`config.mk`:
```
export PLATFORM = sky130hd
export DESIGN_NAME = lsu_ea_gen
export DESIGN_NICKNAME = d
export VERILOG_FILES = /design/src/rtl/lsu_ea_gen.sv
export SDC_FILE = /design/constraint.sdc
export NUM_CORES = 1
export LEC_CHECK = 0
export ABC_AREA = 1
export BUFFER_PORTS_ARGS = -buffer_cell sky130_fd_sc_hd__buf_2
export CAP_MARGIN = 30
export CORE_UTILIZATION = 30
export CTS_BUF_LIST = sky130_fd_sc_hd__clkbuf_16
export DETAILED_ROUTE_END_ITERATION = 8
export HOLD_SLACK_MARGIN = 0.08
export RECOVER_POWER = 50
export SLEW_MARGIN = 20
export SYNTH_ARGS = -nofsm -noshare
export SYNTH_HDL_FRONTEND = slang
export SYNTH_SLANG_ARGS = --single-unit
```
`constraint.sdc`:
```
create_clock -name clk -period 4.84 [get_ports clk]
set_input_delay 0.484 -clock clk [delete_from_list [all_inputs] [get_ports clk]]
set_output_delay 0.484 -clock clk [all_outputs]
set_load 0.1 [all_outputs]
```
`src/rtl/lsu_ea_gen.sv`:
```
module lsu_ea_gen #(
  parameter int AW = 32,
  parameter int DW = 16
) (
  input  logic          clk,
  input  logic          rst,
  input  logic          in_valid,
  input  logic [1:0]    mode,
  input  logic [1:0]    size,
  input  logic [AW-1:0] src_a,
  input  logic [AW-1:0] src_b,
  input  logic [DW-1:0] disp,
  output logic          out_valid,
  output logic [AW-1:0] addr,
  output logic          misaligned,
  output logic [AW-1:0] last_addr,
  output logic          wrapped,
  output logic [3:0]    lane_en
);

  logic [AW-1:0] disp_x, addend, sum;
  logic [1:0]    len_m1;
  logic [AW:0]   end_w;
  logic [3:0]    mask;

  assign disp_x = {{(AW-DW){disp[DW-1]}}, disp};

  always_comb begin
    case (mode)
      2'd0:    addend = disp_x;
      2'd1:    addend = src_b;
      default: addend = '0;
    endcase
  end

  assign sum = src_a + addend;

  always_comb begin
    case (size)
      2'd0:    begin len_m1 = 2'd0; mask = 4'b1000; end
      2'd1:    begin len_m1 = 2'd1; mask = 4'b1100; end
      default: begin len_m1 = 2'd3; mask = 4'b1111; end
    endcase
  end

  assign end_w = {1'b0, sum} + {{(AW-1){1'b0}}, len_m1};

  always_ff @(posedge clk) begin
    if (rst) begin
      out_valid  <= 1'b0;
      addr       <= '0;
      misaligned <= 1'b0;
      last_addr  <= '0;
      wrapped    <= 1'b0;
      lane_en    <= '0;
    end else begin
      out_valid <= in_valid;
      if (in_valid) begin
        addr       <= sum;
        misaligned <= (sum[1:0] & len_m1) != 2'd0;
        last_addr  <= end_w[AW-1:0];
        wrapped    <= end_w[AW];
        lane_en    <= mask >> sum[1:0];
      end
    end
  end

  AST_VALID_PIPE: assert property (@(posedge clk) disable iff (rst)
    !$past(rst) |-> out_valid == $past(in_valid));
  AST_HOLD_IDLE: assert property (@(posedge clk) disable iff (rst)
    !$past(rst) && !$past(in_valid) |-> $stable(addr) && $stable(lane_en));
  AST_SPAN_SMALL: assert property (@(posedge clk) disable iff (rst)
    out_valid |-> (last_addr - addr) <= 3);
  AST_WRAP_BELOW: assert property (@(posedge clk) disable iff (rst)
    out_valid && wrapped |-> last_addr < addr);
  AST_NOWRAP_ABOVE: assert property (@(posedge clk) disable iff (rst)
    out_valid && !wrapped |-> last_addr >= addr);
  AST_ALIGNED_LOW: assert property (@(posedge clk) disable iff (rst)
    out_valid && !misaligned |-> (addr & (last_addr - addr)) == 0);
  AST_FIRST_LANE: assert property (@(posedge clk) disable iff (rst)
    out_valid |-> lane_en[3 - addr[1:0]]);

endmodule

```
==> summary.md <==
| Metric | Value |
|---|---|
| Status | `finished clean` |
| Reg2Reg Depth | `4` |
| Place WS | `0.4921 ns` |
| Seq cells post-synth | `71` |
| DR iter-0 viols | `456` |
| Die X | `150 µm` |
| Clock power share | `0.277` |
| Top_reg_cell synth | `dfxtp_1` |
| Leak Pwr | `4.449 nW` |
| Total Wirelength | `20910 µm` |
| Vias/cell | `4.671` |
| CTS Buf Count | `9` |
| Synth Net Count | `1300` |
| Final cell count without fillers | `1600` |
| Final design utilization | `0.3706` |
| Number of iterations in the first detailed-routing pass | `5` |
| Core area | `21220 µm²` |
| Nets | `1443` |
| Post-route design area | `7864 µm²` |
| Top cell type's share of synthesized area | `0.2382` |
| Worst reg2reg setup slack | `4.02 ns` |
| Reg clk slew, reported paths | `0.06 ns` |
| EDFF count, synth | `0` |
| Post-synth ARST share | `0` |
| Insertion delay to the later sink of the worst-skew pair | `0.33 ns` |
| Tmin final | `3.609 ns` |
| Seq/Total Area, Yosys | `0.2163` |
| RSZ-0062 raised after global routing | `no` |
| Endpoints failing hold | `0` |
| Reg-to-Reg End | `last_addr[15]` |
| Cells after Synth | `1177` |
| Final max-slew violation count | `0` |
| CTS Root Cell | `clkbuf_16` |
| Largest area contributor in the netlist | `nand2_1` |
| CTS tree | `built` |
| Crit path to | `last_addr[27]` |
| Crit Reg-Reg Startpoint | `last_addr[15]` |
| Initial antenna violation count | `0` |
| Element type at the critical path start | `primary input` |
| Hold slack final | `0.4727 ns` |
| Die area | `22500 µm²` |
| Dpl cells | `1583` |
| PortBufs | `157` |
| Peak VDD IR | `0.1693 mV` |
| Setup TNS Final | `0 ns` |
| Routed wire per std cell | `13.07 µm` |
| Distinct cells, synth | `41` |
| Placed cell areas | `7621 µm²` |
| Critical path class | `in -> reg` |
| Logic pwr share | `0.460` |
| Syn avg cell area | `5.583 µm²` |
| Chip height | `150 µm` |
| Detail Route Antenna Nets | `0` |
| Yosys Warn Count | `0` |
| Layout cells sized above 1 | `0.1185` |
| Rel. slew slack | `0.1656` |
| Total grt overflow | `0` |
| Int Power | `1.356 mW` |
| Area growth, synth to finish | `19.67%` |
| IO Count | `158` |
| Post-CTS sizing | `0` |
| Mapped Area | `6571 µm²` |
| H-tree lvl count | `3` |
| Routability cong. | `0.9148` |
| Post-CTS Setup Bufs | `0` |
| Largest cells by area after synthesis | `nand2_1, dfxtp_1, inv_1` |
| Switch share | `0.4733` |
| Clk sink count | `71` |
| Req. time, crit path | `5.06 ns` |
| CP Max Fanout | `13` |
| Arr. time, crit path | `3.83 ns` |
| Setup violations, final | `0` |
| Crit share post-route | `0.7457` |
| Filler cells | `2447` |
| Largest net degree at the start of global routing | `76` |
| Worst setup EP type | `flop` |
| Max-cap violations | `0` |
| Worst setup path start | `mode[1]` |
| PwrDens | `327.4 nW/µm²` |
| Vias in the first global route | `7120` |
| Sequential power share | `0.263` |
| Worst hold path type | `reg -> reg` |
| Post-cts hold buffer count | `0` |
| Starting density of the core | `0.3097` |
| Diodes inserted | `0` |
| Fmax | `277.1 MHz` |
| Slew @ Worst Pin | `1.257 ns` |
| Via count | `7474` |
| Power, Total | `2.574 mW` |
| Psw | `1.219 mW` |
| First-pass GRT wire length | `33710 µm` |
| FP Rows | `53` |
| DR DRC count | `0` |
| Hpwl dp | `17380 µm` |
| GRT Resource Usage Total | `0.1885` |
| Setup ws final | `1.231 ns` |
| Clock buffer depth | `2` |
| Skew final | `0 ns` |
## state kept, by name (all words and copies together), names as in the netlist
name / cells
addr: 32
last_addr: 32
lane_en: 4
misaligned: 1
out_valid: 1
wrapped: 1
## cell usage in the layout (no fill, tap or decap), drive strengths merged
cell type  count
nand2        429
inv          203
nor2         133
nand3        118
buf           93
clkbuf        79
dfxtp         71
o21ai         35
ha            34
a21oi         33
o211ai        20
nand4         15
nor3          10
or2            9
xor2           7
nand3b         5
and2           4
clkinv         4
a31oi          3
o31ai          2
a21o           2
o21a           2
fa             2
bufinv         2
clkinvlp       2
xnor2          1
o221ai         1
a211oi         1
a221oi         1
o21bai         1
a211o          1
o311ai         1
and3           1
## power groups by stage
stage / clock network (mW) / logic, mW / registers (mW)
after floorplan: 0 / 0.529 / 1.10
after global placement: 0 / 1.20 / 0.689
after detailed placement: 0 / 1.20 / 0.689
after CTS: 0.726 / 1.21 / 0.677
after global routing: 0.755 / 1.29 / 0.684
final: 0.714 / 1.18 / 0.678
## area by class of cell
class                      count  area, µm²  area share
sequential                    71       1421      0.1807
clock inverter                 7      97.59     0.01241
multi-input combinational    871       4267      0.5426
tap                          275      344.1     0.04375
timing repair buffer         163      743.2     0.09451
clock buffer                   9      225.2     0.02864
inverter                     204      765.7     0.09737
## logic make-up (layout without fill, tap and decap cells)
kind of cell | Yosys count | in the layout | synth area share
flip-flops | 71 | 71 | 0.2163
buffers and inverters | 235 | 383 | 0.1344
XOR/XNOR | 8 | 8 | 0.01295
adder cells (fa/ha/maj) | 36 | 36 | 0.07083
AND/OR/NAND/NOR | 724 | 724 | 0.4735
AO/OA/AOI/OAI | 103 | 103 | 0.09197
## synth_stat cells, types with 4 or more instances
cell type	number
o211ai_1	20
nor2_2	8
dfxtp_1	71
nor3_1	9
nand2_1	417
or2_2	9
nor2_1	118
o21ai_0	35
nand4_1	15
nand3_2	4
nor2_4	7
a21oi_1	33
clkbuf_1	28
inv_1	199
ha_1	34
inv_2	4
nand3_1	113
nand2_2	12
xor2_1	5
nand3b_1	5
## worst max-delay path: stages
cell	delay [ns]
buf_2	0.10
nor2_1	0.21
buf_4	0.24
nand2_1	0.06
nand2_1	0.08
ha_1	0.22
fa_1	0.57
ha_1	0.34
a21oi_1	0.06
nor2_2	0.15
nand3_1	0.11
nor2_2	0.15
nand3_2	0.12
nor2_4	0.15
nand3_2	0.13
nor2_4	0.14
nand2_2	0.10
nor2_4	0.12
nand2_1	0.08
nor3_1	0.16
nor2_1	0.05
## metal layers
layer | wire [µm] | share of wire | up-vias | GRT usage
li1 | - | - | 3948 | -
met3 | 933 | 0.045 | 31 | 0.03262
met1 | 8822 | 0.42 | 3346 | 0.2081
met4 | 397 | 0.019 | 0 | 0.04747
met2 | 10750 | 0.51 | 149 | 0.3662
met5 | 0 | 0 | - | 0
## worst min-delay path by stage
stage / depth (start not counted) / slack, ns / endpoint / startpoint
after global placement: 2 / 0.46 / addr[4] / addr[4]
after floorplan: 4 / 0.71 / lane_en[0] / size[1]
after detailed placement: 2 / 0.47 / lane_en[2] / lane_en[2]
final: 2 / 0.47 / lane_en[1] / lane_en[1]
after CTS: 2 / 0.48 / lane_en[2] / lane_en[2]
after global routing: 2 / 0.49 / lane_en[3] / lane_en[3]
Power figures use the tool's default switching activity.
